--- src/rtl/spkr_pkg.sv ---
package spkr_pkg;
  localparam int unsigned STAT_W  = 8;
  localparam int unsigned POS_GATE = 0;
  localparam int unsigned POS_EN   = 1;
  localparam int unsigned POS_REF  = 4;
  localparam int unsigned POS_OUT  = 5;

  typedef struct packed {
    logic en;
    logic gate;
  } spk_ctl_t;
endpackage

--- src/rtl/spkr_ctrl_reg.sv ---
module spkr_ctrl_reg
  import spkr_pkg::*;
#(
  parameter int unsigned DW = 8
) (
  input  logic          clk,
  input  logic          rst,
  input  logic          wr_en,
  input  logic [DW-1:0] wr_data,
  output spk_ctl_t      ctl_q
);
  always_ff @(posedge clk) begin
    if (rst) begin
      ctl_q <= '0;
    end else if (wr_en) begin
      ctl_q.gate <= wr_data[POS_GATE];
      ctl_q.en   <= wr_data[POS_EN];
    end
  end
endmodule

--- src/rtl/spkr_refresh_gen.sv ---
module spkr_refresh_gen #(
  parameter int unsigned CLK_MHZ    = 100,
  parameter int unsigned REFRESH_US = 15
) (
  input  logic clk,
  input  logic rst,
  output logic refresh_q
);
  localparam int unsigned HALF_CYC = CLK_MHZ * REFRESH_US;
  localparam int unsigned CW       = (HALF_CYC > 1) ? $clog2(HALF_CYC) : 1;
  localparam logic [CW-1:0] LAST   = CW'(HALF_CYC - 1);

  logic [CW-1:0] cnt_q;

  always_ff @(posedge clk) begin
    if (rst) begin
      cnt_q     <= '0;
      refresh_q <= 1'b0;
    end else if (cnt_q == LAST) begin
      cnt_q     <= '0;
      refresh_q <= ~refresh_q;
    end else begin
      cnt_q <= cnt_q + 1'b1;
    end
  end
endmodule

--- src/rtl/spkr_status_mux.sv ---
module spkr_status_mux
  import spkr_pkg::*;
(
  input  logic              clk,
  input  logic              rst,
  input  logic              rd_en,
  input  spk_ctl_t          ctl,
  input  logic              refresh,
  input  logic              ch_out,
  output logic [STAT_W-1:0] rd_data
);
  logic [STAT_W-1:0] stat_c;

  always_comb begin
    stat_c           = '0;
    stat_c[POS_GATE] = ctl.gate;
    stat_c[POS_EN]   = ctl.en;
    stat_c[POS_REF]  = refresh;
    stat_c[POS_OUT]  = ch_out;
  end

  always_ff @(posedge clk) begin
    if (rst)        rd_data <= '0;
    else if (rd_en) rd_data <= stat_c;
  end
endmodule

--- src/rtl/spkr_sysctl.sv ---
module spkr_sysctl
  import spkr_pkg::*;
#(
  parameter int unsigned CLK_MHZ    = 100,
  parameter int unsigned REFRESH_US = 15,
  parameter int unsigned NUM_CH     = 3,
  parameter int unsigned SPK_CH     = 2
) (
  input  logic              clk,
  input  logic              rst,
  input  logic              wr_en,
  input  logic [7:0]        wr_data,
  input  logic              rd_en,
  input  logic              spk_ch_out,
  output logic [NUM_CH-1:0] tmr_gate,
  output logic              spk_out,
  output logic [7:0]        rd_data
);
  spk_ctl_t ctl_q;
  logic     refresh_q;

  spkr_ctrl_reg #(.DW(8)) u_ctrl (
    .clk(clk), .rst(rst), .wr_en(wr_en), .wr_data(wr_data), .ctl_q(ctl_q)
  );

  spkr_refresh_gen #(.CLK_MHZ(CLK_MHZ), .REFRESH_US(REFRESH_US)) u_ref (
    .clk(clk), .rst(rst), .refresh_q(refresh_q)
  );

  spkr_status_mux u_stat (
    .clk(clk), .rst(rst), .rd_en(rd_en), .ctl(ctl_q),
    .refresh(refresh_q), .ch_out(spk_ch_out), .rd_data(rd_data)
  );

  always_ff @(posedge clk) begin
    if (rst) spk_out <= 1'b0;
    else     spk_out <= spk_ch_out & ctl_q.en;
  end

  for (genvar g = 0; g < NUM_CH; g++) begin : g_gate
    if (g == SPK_CH) begin : g_spk
      assign tmr_gate[g] = ctl_q.gate;
    end else begin : g_tied
      assign tmr_gate[g] = 1'b1;
    end
  end
endmodule

--- config.mk ---
export PLATFORM = sky130hd
export DESIGN_NAME = spkr_sysctl
export DESIGN_NICKNAME = d
export VERILOG_FILES = /design/src/rtl/spkr_pkg.sv /design/src/rtl/spkr_ctrl_reg.sv /design/src/rtl/spkr_refresh_gen.sv /design/src/rtl/spkr_status_mux.sv /design/src/rtl/spkr_sysctl.sv
export SDC_FILE = /design/constraint.sdc
export NUM_CORES = 1
export LEC_CHECK = 0
export ABC_AREA = 1
export BUFFER_PORTS_ARGS = -buffer_cell sky130_fd_sc_hd__buf_2
export CORE_UTILIZATION = 45
export DETAILED_ROUTE_END_ITERATION = 10
export PLACE_DENSITY = 0.73
export SYNTH_ARGS = -nofsm -noshare
export SYNTH_HDL_FRONTEND = slang
export SYNTH_SLANG_ARGS = --single-unit
--- constraint.sdc ---
create_clock -name clk -period 1.21 [get_ports clk]
set_input_delay 0.121 -clock clk [delete_from_list [all_inputs] [get_ports clk]]
set_output_delay 0.121 -clock clk [all_outputs]
set_load 0.1 [all_outputs]
After elaboration in Yosys (flattened, before gate mapping)
Index checks and enable logic that the tools add are counted.

ROM bits: 0. Latch bits: 0. Logic and storage cells: 11. Input bits: 13. Memory bits (writable): 0. Bits in registers: 19. Output and inout bits: 12. Memories kept: 0.

$mul: 0. Add/subtract/negate cells: 1. Equal/unequal tests: 1. Reductions and logical operators: 1. Bitwise logic cells: 2. Multiplexer cells: 0. $lt $le $gt $ge: 0. Shift operators: 0. Divide/modulo/power cells: 0.

Operator list (number): $add A11 B1 Y11 const B (1); $eq A11 B11 Y1 const B (1); $reduce_or A2 Y1 (1); $and A1 B1 Y1 (1); $not A1 Y1 (1).

Longest topological paths before layout
Depth in word-level cells: 2. Depth in mapped cells: 6. Gate-level depth less buffers: 6.

Hierarchy
A second synthesis with hierarchy kept.

Cells, all modules: 125. Area, all modules: 925.9 sq um.

Modules (own cells, without submodules): spkr_refresh_gen (area each 589.3 sq um, times used 1, cells each 75); spkr_status_mux (area each 206.4 sq um, times used 1, cells each 31); spkr_ctrl_reg (area each 81.3 sq um, times used 1, cells each 13); spkr_sysctl (area each 48.8 sq um, times used 1, cells each 6).

Least setup slack after synthesis
OpenSTA, ideal clock, no wires.

Path kind: register to register. Start: reg u_stat.rd_data[4] (netlist name). End: reg u_stat.rd_data[4]. Data arrival time: 1218 ps. Buffers on the path: 0. Path slack: -75 ps. Cell stages (with the launch flop): 3. Setup time: 67 ps. Data required time: 1143 ps. Cell sequence: dfxtp_1 -> o21ai_0 -> nor2_1.

RTL lines: to (signal assigned) (RTL line spkr_status_mux.sv:24) `else if (rd_en) rd_data <= stat_c;`; to (decl) (RTL line spkr_status_mux.sv:10) `output logic [STAT_W-1:0] rd_data`.

Final worst setup path
Start: reg u_stat.rd_data[0]. End: out rd_data[0].

RTL lines: to (decl) (RTL line spkr_sysctl.sv:17) `output logic [7:0] rd_data`.

No word-level cell between the ends.

==> results.md <==
- Antenna violations before repair: 0
- Routability Congestion: 0.792
- Ranking of synthesized cells by area: dfxtp_1, nor2_1, buf_4
- Ports: 25
- I/O Buffers: 12
- Worst slack, placed: -0.0582 ns
- Delay-heaviest family, CP: buffers and inverters
- Final setup margin: 0.0335 ns
- First-pass DRT Iterations: 4
- Crit-path max cell delay: 0.41 ns
- # fillers: 178
- Die area: 0.00216 mm2
- Bufs on Longest Clock Path: 2
- Clk pwr share: 25.4%
- Logic pwr share: 21.4%
- Max-cap violations: 0
- Die X: 46.5 um
- Share of cells above drive strength 1: 30.9%
- Cell Rows: 15
- Critical path class: reg -> out
- Switching pwr: 422 uW
- Final Cycle Share: 97.2%
- Internal power: 833 uW
- Die Y: 46.5 um
- Drt drc: 0
- CTS tree: built
- Synth cell types: 22
- Slowest CP cell: buf_2
- Area leader, netlist: dfxtp_1
- Outcome: completed
- Setup repair bufs after CTS: 0
- Largest net degree at the start of global routing: 12
- EDFF count, synth: 0
- Worst-path maximum fanout: 2
- Routed wire length: 1650 um
- Hold Crit Class: in -> reg
- Crit path DAT: 1.06 ns
- Area growth syn-to-layout: 21.5%
- Async S/R FF share, synth: 0%
- Total number of yosys warnings: 0
- Top-count cell post-synth: nor2_1
- Final core occ: 60.8%
- Sequential share of the synthesized area: 42.6%
- Crit-path cells: buf_2
- Total GRT Usage: 18.5%
- Synth Instances: 115
- Core area: 0.00178 mm2
- # diodes: 0
- CP Capture Type: output pin
- Worst-Skew Late Latency: 0.30 ns
- Number of global-route vias before repair: 648
- GRT overflow: 0
- Total Nets Final: 151
- Starting Density: 50.0%
- Post-synth top cells: nor2_1, dfxtp_1, nand2_1
- Yosys top cell area share: 42.6%
- Skew final: 0.0104 ns
- Share of power burned in registers: 53.2%
- Fmax: 0.850 GHz
- Maximum vdd ir drop: 0.880 mV
- Seq cells post-synth: 19
- Cell area after synthesis: 892 um2
- Leakage: 0.414 nW
- Inserted Clock Buffers: 3
- Post-DRT Antenna Nets: 0
- Worst-path clk slew: 0.11 ns
- Vias: 776
- TritonCTS Sinks: 19
- Buf+Inv Stages, Crit Path: 1
- CTS root buf: clkbuf_4
- Pwr/cell area: 1160 mW/mm2
- First DRT Iteration DRCs: 18
- Post-DR wirelength/cell: 10.2 um
- Final setup vio count: 0
- Worst path required time: 1.09 ns
- Vias/cell: 4.82
- RSZ-0062 raised after global routing: true
- Dpl hpwl: 1140 um
- Switching Fraction: 33.6%
- Hold Vio Cnt, Final: 0
- Final Max Slew Viols: 0
- H-Tree Depth: 1
- Ys flop type: dfxtp_1
- Syn_area_per_cell: 7.76 um2
- First-pass GRT wire length: 2770 um
- Fin crit period: 1.18 ns
- CP startpoint kind: flop
## worst paths after layout
| kind | startpoint | endpoint | slack (ns) | depth (start not counted) |
|---|---|---|---|---|
| min reg2reg | u_ctrl.ctl_q[1] | spk_out | 0.45 | 2 |
| min | spk_ch_out | spk_out | 0.05 | 3 |
| max reg2reg | u_ref.cnt_q[1] | u_ref.cnt_q[6] | 0.07 | 6 |
| max | u_stat.rd_data[0] | rd_data[0] | 0.03 | 1 |
## cells by family (layout without fill, tap and decap cells)
logic type	Yosys count	after routing	synth area share [%]
AND/OR/NAND/NOR	60	61	33.8
flip-flops	19	19	42.6
buffers and inverters	16	32	9.68
AO/OA/AOI/OAI	13	13	7.71
XOR/XNOR	4	4	3.93
other	2	6	0.842
adder cells (fa/ha/maj)	1	1	1.40
## per-stage QoR
step                hold slack, ns  power, mW  TNS [ns]  cells  cell area [um2]
CTS                         0.0392       1.26         0    161             1060
detailed placement           0.299      0.934    -0.377    155              996
floorplan                    0.193      0.906         0    119              912
global placement             0.296      0.931    -0.165    155              996
global route                0.0587       1.31   -0.0120    161             1080
finish                      0.0522       1.26         0    161             1080
## worst reg2reg max path: cells and delay by family, from the launching register on
kind	cells	cell delay [ns]
fa+ha+maj	1	0.16
simple gates	4	0.46
flops	1	0.37
buf+inv	1	0.05
## layout make-up
| class | count | area, um2 | area share, % |
|---|---|---|---|
| Sequential cell | 19 | 388 | 35.8 |
| Tap cell | 25 | 31.3 | 2.89 |
| Multi-Input combinational cell | 85 | 482 | 44.5 |
| Inverter | 9 | 33.8 | 3.12 |
| Timing Repair Buffer | 19 | 123 | 11.3 |
| Clock buffer | 4 | 26.3 | 2.42 |
## state kept, by name, indices dropped and copies added, names as in the netlist
signal and cells:
u_ctrl.ctl_q 2, u_ref.cnt_q 11, u_ref.refresh_q 1, spk_out 1, u_stat.rd_data 4
## power groups by stage
stage	sequential, mW	combinational (mW)	clock [mW]
CTS	0.668	0.267	0.329
floorplan	0.745	0.161	0
global route	0.672	0.287	0.348
detailed placement	0.677	0.257	0
global placement	0.676	0.254	0
finish	0.668	0.268	0.319
## metal layers
metal  vias to the layer above  share of wire [%]  track usage, %
met5                         -                  0               0
met4                         0                1.9            7.06
met3                         6                4.4            4.71
met2                        28                 48            27.8
met1                       345                 45            25.1
li1                        397                  -               -
## placed cells by master, fill, tap and decap left out, types with 3 or more instances in the layout
cell and instances:
a21oi_1 6, buf_2 9, buf_4 7, clkbuf_4 5
conb_1 6, dfxtp_1 13, dfxtp_2 6, inv_1 8
nand2_1 14, nand3_1 5, nand3_2 3, nor2_1 24
nor2_4 3, o21ai_0 6
## what timing repair did
item                                    CTS  global route
hold buffers                              1             0
hold endpoints to repair                  1             0
endpoints found under the setup margin   12            13
gates resized for setup                   7             5
pin swaps                                 3             1
gates cloned                              1             0
Note: power is estimated with default switching activity, not from simulation.
